## src/rtl/cxExpandPkg.sv

```systemverilog
package cxExpandPkg;

  localparam int CLEN  = 16;
  localparam int ILEN  = 32;
  localparam int REGW  = 5;
  localparam int CREGW = 3;
  localparam int IMMW  = 12;

  localparam logic [6:0] OPC_LOAD  = 7'b0000011;
  localparam logic [6:0] OPC_STORE = 7'b0100011;
  localparam logic [6:0] OPC_IMM   = 7'b0010011;
  localparam logic [6:0] OPC_OP    = 7'b0110011;
  localparam logic [6:0] OPC_OP32  = 7'b0111011;

  typedef enum logic [1:0] {
    KIND_OK      = 2'd0,
    KIND_ILLEGAL = 2'd1,
    KIND_FOREIGN = 2'd2
  } kind_e;

  typedef struct packed {
    logic capture;
    logic drain;
  } strobe_t;

  function automatic logic [REGW-1:0] cReg(input logic [CREGW-1:0] f);
    return {2'b01, f};
  endfunction

  function automatic logic [ILEN-1:0] iWord(input logic [IMMW-1:0] imm,
                                            input logic [REGW-1:0] rs1,
                                            input logic [2:0] f3,
                                            input logic [REGW-1:0] rd,
                                            input logic [6:0] opc);
    return {imm, rs1, f3, rd, opc};
  endfunction

  function automatic logic [ILEN-1:0] sWord(input logic [IMMW-1:0] imm,
                                            input logic [REGW-1:0] rs2,
                                            input logic [REGW-1:0] rs1,
                                            input logic [2:0] f3,
                                            input logic [6:0] opc);
    return {imm[11:5], rs2, rs1, f3, imm[4:0], opc};
  endfunction

  function automatic logic [ILEN-1:0] rWord(input logic [6:0] f7,
                                            input logic [REGW-1:0] rs2,
                                            input logic [REGW-1:0] rs1,
                                            input logic [2:0] f3,
                                            input logic [REGW-1:0] rd,
                                            input logic [6:0] opc);
    return {f7, rs2, rs1, f3, rd, opc};
  endfunction

endpackage

```

## src/rtl/cxExpandDecode.sv

```systemverilog
module cxExpandDecode
  import cxExpandPkg::*;
#(
  parameter bit BITMANIP_EN = 1'b1,
  parameter bit MUL_EN      = 1'b1,
  parameter bit IS_RV64     = 1'b1
) (
  input  logic [CLEN-1:0] cInstr,
  output logic [ILEN-1:0] wideInstr,
  output kind_e           kind
);

  localparam logic [6:0] ZEXTH_OPC = IS_RV64 ? OPC_OP32 : OPC_OP;
  localparam bit         ZEXTW_OK  = BITMANIP_EN && IS_RV64;

  logic [REGW-1:0] regLo;
  logic [REGW-1:0] regHi;
  logic [IMMW-1:0] byteOff;
  logic [IMMW-1:0] halfOff;
  logic            memSpace;
  logic            aluSpace;
  logic            legal;
  logic [ILEN-1:0] word;

  always_comb begin
    regLo    = cReg(cInstr[4:2]);
    regHi    = cReg(cInstr[9:7]);
    // offset bit 0 lives in bit 6, offset bit 1 in bit 5
    byteOff  = {{(IMMW-2){1'b0}}, cInstr[5], cInstr[6]};
    halfOff  = {{(IMMW-2){1'b0}}, cInstr[5], 1'b0};
    memSpace = (cInstr[1:0] == 2'b00) && (cInstr[15:13] == 3'b100);
    aluSpace = (cInstr[1:0] == 2'b01) && (cInstr[15:10] == 6'b100111) && cInstr[6];
  end

  always_comb begin
    legal = 1'b0;
    word  = '0;
    if (memSpace) begin
      unique case (cInstr[12:10])
        3'b000: begin
          legal = 1'b1;
          word  = iWord(byteOff, regHi, 3'b100, regLo, OPC_LOAD);
        end
        3'b001: begin
          legal = 1'b1;
          word  = iWord(halfOff, regHi, cInstr[6] ? 3'b001 : 3'b101, regLo, OPC_LOAD);
        end
        3'b010: begin
          legal = 1'b1;
          word  = sWord(byteOff, regLo, regHi, 3'b000, OPC_STORE);
        end
        3'b011: begin
          legal = !cInstr[6];
          word  = sWord(halfOff, regLo, regHi, 3'b001, OPC_STORE);
        end
        default: begin
          legal = 1'b0;
          word  = '0;
        end
      endcase
    end else if (aluSpace) begin
      if (!cInstr[5]) begin
        legal = MUL_EN;
        word  = rWord(7'b0000001, regLo, regHi, 3'b000, regHi, OPC_OP);
      end else begin
        unique case (cInstr[4:2])
          3'b000: begin
            legal = 1'b1;
            word  = iWord(12'h0FF, regHi, 3'b111, regHi, OPC_IMM);
          end
          3'b001: begin
            legal = BITMANIP_EN;
            word  = iWord(12'h604, regHi, 3'b001, regHi, OPC_IMM);
          end
          3'b010: begin
            legal = BITMANIP_EN;
            word  = rWord(7'b0000100, 5'd0, regHi, 3'b100, regHi, ZEXTH_OPC);
          end
          3'b011: begin
            legal = BITMANIP_EN;
            word  = iWord(12'h605, regHi, 3'b001, regHi, OPC_IMM);
          end
          3'b100: begin
            legal = ZEXTW_OK;
            word  = rWord(7'b0000100, 5'd0, regHi, 3'b000, regHi, OPC_OP32);
          end
          3'b101: begin
            legal = 1'b1;
            word  = iWord(12'hFFF, regHi, 3'b100, regHi, OPC_IMM);
          end
          default: begin
            legal = 1'b0;
            word  = '0;
          end
        endcase
      end
    end
  end

  always_comb begin
    if (!memSpace && !aluSpace) begin
      kind      = KIND_FOREIGN;
      wideInstr = '0;
    end else if (!legal) begin
      kind      = KIND_ILLEGAL;
      wideInstr = '0;
    end else begin
      kind      = KIND_OK;
      wideInstr = word;
    end
  end

endmodule

```

## src/rtl/cxExpandDatapath.sv

```systemverilog
module cxExpandDatapath
  import cxExpandPkg::*;
#(
  parameter bit BITMANIP_EN = 1'b1,
  parameter bit MUL_EN      = 1'b1,
  parameter bit IS_RV64     = 1'b1
) (
  input  logic            clk,
  input  logic            rst,
  input  strobe_t         strobe,
  input  logic [CLEN-1:0] inInstr,
  output logic [ILEN-1:0] dataInstr,
  output kind_e           dataKind
);

  logic [ILEN-1:0] decInstr;
  kind_e           decKind;

  cxExpandDecode #(
    .BITMANIP_EN(BITMANIP_EN),
    .MUL_EN     (MUL_EN),
    .IS_RV64    (IS_RV64)
  ) u_decode (
    .cInstr   (inInstr),
    .wideInstr(decInstr),
    .kind     (decKind)
  );

  always_ff @(posedge clk) begin
    if (rst) begin
      dataInstr <= '0;
      dataKind  <= KIND_OK;
    end else if (strobe.capture) begin
      dataInstr <= decInstr;
      dataKind  <= decKind;
    end else if (strobe.drain) begin
      dataInstr <= '0;
      dataKind  <= KIND_OK;
    end
  end

  // flagged results never carry a word
  a_r9_flag_zero: assert property (@(posedge clk) disable iff (rst)
    (dataKind != KIND_OK) |-> (dataInstr == '0));

  // every legal result reads rs1 from x8..x15 and is a full-width opcode
  a_r13_reg_window: assert property (@(posedge clk) disable iff (rst)
    (dataKind == KIND_OK && dataInstr != '0) |->
      (dataInstr[19:18] == 2'b01 && dataInstr[1:0] == 2'b11));

endmodule

```

## src/rtl/cxExpandCtrl.sv

```systemverilog
module cxExpandCtrl
  import cxExpandPkg::*;
(
  input  logic    clk,
  input  logic    rst,
  input  logic    inValid,
  input  logic    outReady,
  output logic    inReady,
  output logic    outValid,
  output strobe_t strobe
);

  always_comb begin
    inReady        = !outValid || outReady;
    strobe.capture = inValid && inReady;
    strobe.drain   = outValid && outReady && !strobe.capture;
  end

  always_ff @(posedge clk) begin
    if (rst)                 outValid <= 1'b0;
    else if (strobe.capture) outValid <= 1'b1;
    else if (strobe.drain)   outValid <= 1'b0;
  end

  // a drained stage with nothing offered goes empty
  a_r12_drain_empty: assert property (@(posedge clk) disable iff (rst)
    (outValid && outReady && !inValid) |=> !outValid);

  // an offered word on an open stage is always held next cycle
  a_r12_accept_fill: assert property (@(posedge clk) disable iff (rst)
    (inValid && (!outValid || outReady)) |=> outValid);

endmodule

```

## src/rtl/cxExpand.sv

```systemverilog
module cxExpand
  import cxExpandPkg::*;
#(
  parameter bit BITMANIP_EN = 1'b1,
  parameter bit MUL_EN      = 1'b1,
  parameter bit IS_RV64     = 1'b1
) (
  input  logic        clk,
  input  logic        rst,
  input  logic        inValid,
  input  logic [15:0] inInstr,
  output logic        inReady,
  output logic        outValid,
  input  logic        outReady,
  output logic [31:0] outInstr,
  output logic        outIllegal,
  output logic        outForeign
);

  strobe_t strobe;
  kind_e   dataKind;

  cxExpandCtrl u_ctrl (
    .clk     (clk),
    .rst     (rst),
    .inValid (inValid),
    .outReady(outReady),
    .inReady (inReady),
    .outValid(outValid),
    .strobe  (strobe)
  );

  cxExpandDatapath #(
    .BITMANIP_EN(BITMANIP_EN),
    .MUL_EN     (MUL_EN),
    .IS_RV64    (IS_RV64)
  ) u_data (
    .clk      (clk),
    .rst      (rst),
    .strobe   (strobe),
    .inInstr  (inInstr),
    .dataInstr(outInstr),
    .dataKind (dataKind)
  );

  assign outIllegal = (dataKind == KIND_ILLEGAL);
  assign outForeign = (dataKind == KIND_FOREIGN);

  // a stalled result is held unchanged
  a_r11_hold: assert property (@(posedge clk) disable iff (rst)
    (outValid && !outReady) |=>
      (outValid && $stable(outInstr) && $stable(outIllegal) && $stable(outForeign)));

  // the two flags never appear together
  a_r10_flag_excl: assert property (@(posedge clk) disable iff (rst)
    !(outIllegal && outForeign));

  // an empty stage shows no flags and no word
  a_r1_idle_clean: assert property (@(posedge clk) disable iff (rst)
    !outValid |-> (outInstr == '0 && !outIllegal && !outForeign));

endmodule

```

## config.mk

```make
export PLATFORM = sky130hd
export DESIGN_NAME = cxExpand
export DESIGN_NICKNAME = d
export VERILOG_FILES = /design/src/rtl/cxExpandPkg.sv /design/src/rtl/cxExpandDecode.sv /design/src/rtl/cxExpandDatapath.sv /design/src/rtl/cxExpandCtrl.sv /design/src/rtl/cxExpand.sv
export SDC_FILE = /design/constraint.sdc
export NUM_CORES = 1
export LEC_CHECK = 0
export CAP_MARGIN = 15
export CORE_MARGIN = 4
export CORE_UTILIZATION = 47
export CTS_CLUSTER_DIAMETER = 40
export DETAILED_ROUTE_END_ITERATION = 16
export PLACE_DENSITY = 0.84
export SYNTH_ARGS = -nofsm -noshare
export SYNTH_HDL_FRONTEND = slang
export SYNTH_SLANG_ARGS = --single-unit
export TNS_END_PERCENT = 5
```

## constraint.sdc

```tcl
create_clock -name clk -period 3.32 [get_ports clk]
set_input_delay 0.664 -clock clk [delete_from_list [all_inputs] [get_ports clk]]
set_output_delay 0.664 -clock clk [all_outputs]
set_load 0.005 [all_outputs]
```

==> impl_results.md <==
* Multi-input gate area at around 840 um2
* Vias per cell at approximately 5.5
* Post-CTS resize count at 0
* P_int at ~0.43 mW
* Reg2Reg Setup Slack at approximately 1.7 ns
* Largest net degree at the start of global routing at 18
* Netlist cell types at 47
* Post-synth EDFFs at 0
* Initial antenna violation count at 0
* Synth Area per Inst at between 8 and 9 um2
* Synth Instances at about 180
* Tmin final at 2.53 ns
* CTS Buf Count at 3
* Max-cap violations at 0
* Arr. time, crit path at approximately 1.9 ns
* Final WL at around 3700 um
* Worst-path fanout max at 3
* Hold buffer count at CTS at 0
* CP Capture Point: inReady
* Iter 0 DRT Violations at 59
* Fillers at roughly 280
* Full die area at approximately 4200 um2
* Num rows at 20
* Net Sw Frac at approximately a quarter
* F_max at between 0.3 and 0.4 GHz
* Sequential share of power at 53.8%
* Max-slew violation count at 0
* Post-DRT Antenna Nets at 0
* Vias at between 1000 and 1500
* Worst reg2reg endpoint: u_data.dataInstr[9]
* Clock power share at between 20 and 30%
* Num ports at 56
* Reg2reg start: u_ctrl.outValid
* Post-Syn Area at 1520 um2
* Startpoint types: primary input
* Post-synthesis sequential area ratio at between 30% and 40%
* RSZ-0062 raised after global routing: no
* Slew @ Worst Pin at between 0.5 and 0.6 ns
* Net switching power at around 0.16 mW
* Critical path data required time at about 2.7 ns
* Clock Pin Slew Worst Setup and Hold Paths at ~0.14 ns
* Antenna cells at 0
* Total GRT Usage at approximately 18%
* H-tree levels at 1
* Global placement routability congestion at 0.903
* Final setup fails at 0
* CTS tree: yes
* Sequence of cells on the critical path: clkdlybuf4s50_1, nor2b_1, inv_1, clkdlybuf4s50_1
* Width of the die at roughly 65 um
* Top delay family on crit path: buffers and inverters
* Placement Setup Slack at roughly 0.67 ns
* Primary FF master, synth: dfxtp_1
* Delay of the slowest cell on the worst path at between 0.4 and 0.5 ns
* Gr ovfl total at 0
* Share of cells above drive strength 1 at about 8.5%
* Layout Utilization at between 60 and 70%
* Kind of critical path: in2out
* Slowest stage cell, crit path: clkdlybuf4s50_1
* Comb power frac at 18.7%
* Final net count at roughly 240
* Vias in the first global route at around 1300
* IO Port Bufs at 51
* Drt drc at 0
* Core Area at 3080 um2
* Buf/Inv on CP at 3
* Synth Register Bits at 26
* Root Driver: clkbuf_4
* Seq. cell area at roughly 520 um2
* Crit share post-route at around 76%
* Die Span Y at ~65 um
* Crit. Startpoint: outReady
* Post-DP HPWL at approximately 2800 um
* DR top layer: met4
* Met1 wire length at roughly 1700 um
* Post-route setup slack at approximately 0.79 ns
* Post-CTS setup buffer count at 0
* Peak supply drop at around 180 uV
* CP Capture Type: output port
* YS warnings at 0
* Global-route wire length before repair at between 5000 and 6000 um
* Status: complete, no violations
* Hold WC Path Type: reg2reg
* Final Hold Vio Count at 0
* Met3 wire length at 239 um
* CTS Sinks at 26
* Total Power at ~0.59 mW
* Leakage at between 0.7 and 0.8 nW
* Deepest clock path buffer count at 2
* Worst R2R Path Depth at 5
* Routed WL per cell at between 10 and 15 um
* Pre-antenna DRT Iters at 4
* Fraction of registers with async set/reset at 0%
* Clock latency on the worst-skew pair at between 0.3 and 0.4 ns
* Met2 wire len at approximately 1700 um
* Total negative slack at 0 ns
* Fin Clk Skew at about 0.0024 ns
* Rel. slew slack at 63.8%
* Area delta synth->final at 32.8%
* Critical path depth at 4
* Starting density of the core at between 40% and 50%
* Pwr per Cell Area at 292 nW/um2
* CP most frequent cell: clkdlybuf4s50_1
## flip-flops by register name, indices dropped and copies added, names as in the netlist
register	count
u_ctrl.outValid	1
u_data.dataKind	2
u_data.dataInstr	23
## power by group through the flow
| stage | combinational [mW] | clock, mW | sequential [mW] |
|---|---|---|---|
| 6_report | 0.110 | 0.162 | 0.317 |
| 5_1_grt | 0.119 | 0.181 | 0.317 |
| 4_1_cts | 0.109 | 0.164 | 0.317 |
| 3_5_place_dp | 0.108 | 0 | 0.323 |
| 3_3_place_gp | 0.108 | 0 | 0.323 |
| 2_1_floorplan | 0.0669 | 0 | 0.323 |
## stage by stage
step / cell area [um2] / instances / hold WS, ns
finish: 2020 / 267 / 0.459
floorplan: 1530 / 187 / 0.444
global route: 2020 / 267 / 0.496
global placement: 1980 / 263 / 0.436
detailed placement: 1980 / 263 / 0.444
CTS: 2020 / 267 / 0.464
## logic make-up (layout without fill, tap and decap cells)
family	count (synthesis)	count (layout)	synth area share (%)
flip-flops	26	26	34.3
AO/OA/AOI/OAI	49	49	24.0
multiplexers	6	6	4.20
XOR/XNOR	2	2	1.15
AND/OR/NAND/NOR	72	72	25.3
other	1	4	0.247
buffers and inverters	28	64	10.8
## final cells by class
type,instances,area share [%]
Multi-Input combinational cell,133,41.9
Tap cell,44,2.73
Inverter,5,0.931
Timing Repair Buffer,55,26.8
Sequential cell,26,25.8
Clock buffer,4,1.80
## per-layer routing
layer | up-vias | global-route usage [%]
li1 | 731 | -
met1 | 662 | 23.9
met2 | 58 | 27.8
met3 | 6 | 4.33
met4 | 0 | 6.60
met5 | - | 0
## cells in the mapped netlist (5+ instances only)
master | n | area share [%]
clkbuf_1 | 5 | 1.2
nor2b_1 | 5 | 2.1
a21oi_1 | 12 | 4.0
inv_1 | 5 | 1.2
buf_2 | 5 | 1.6
a22oi_1 | 5 | 2.5
nor2_1 | 13 | 3.2
buf_4 | 12 | 5.9
nand2_1 | 27 | 6.7
o21ai_0 | 6 | 2.0
mux2i_1 | 5 | 3.3
nand4_1 | 7 | 2.9
dfxtp_1 | 26 | 34
## worst min-delay path by stage
stage                    startpoint              endpoint  slack (ns)  depth (start not counted)
6_report       u_data.dataInstr[12]  u_data.dataInstr[12]        0.46                          2
5_1_grt         u_data.dataInstr[5]   u_data.dataInstr[5]        0.50                          2
4_1_cts        u_data.dataInstr[12]  u_data.dataInstr[12]        0.46                          2
3_5_place_dp    u_data.dataInstr[7]   u_data.dataInstr[7]        0.44                          2
3_3_place_gp    u_data.dataInstr[8]   u_data.dataInstr[8]        0.44                          2
2_1_floorplan  u_data.dataInstr[12]  u_data.dataInstr[12]        0.44                          2
## worst reg2reg max path: stages, from the launching register on
cell and delay [ns]:
dfxtp_1 0.37, nor2b_1 0.16, inv_1 0.08, and3_1 0.50
nand3_4 0.21, o31ai_2 0.27
## cells in the final DEF (no fill, tap or decap), drive strengths merged, types with 4 or more instances in the layout
master,count
clkbuf,4
dfxtp,26
o21ai,8
nand2,27
nand4,7
a22oi,5
clkdlybuf4s50,51
nor2b,5
conb,4
a21oi,12
mux2i,6
nor2,13
inv,5
buf,4
Note: power is estimated with default switching activity, not from simulation.
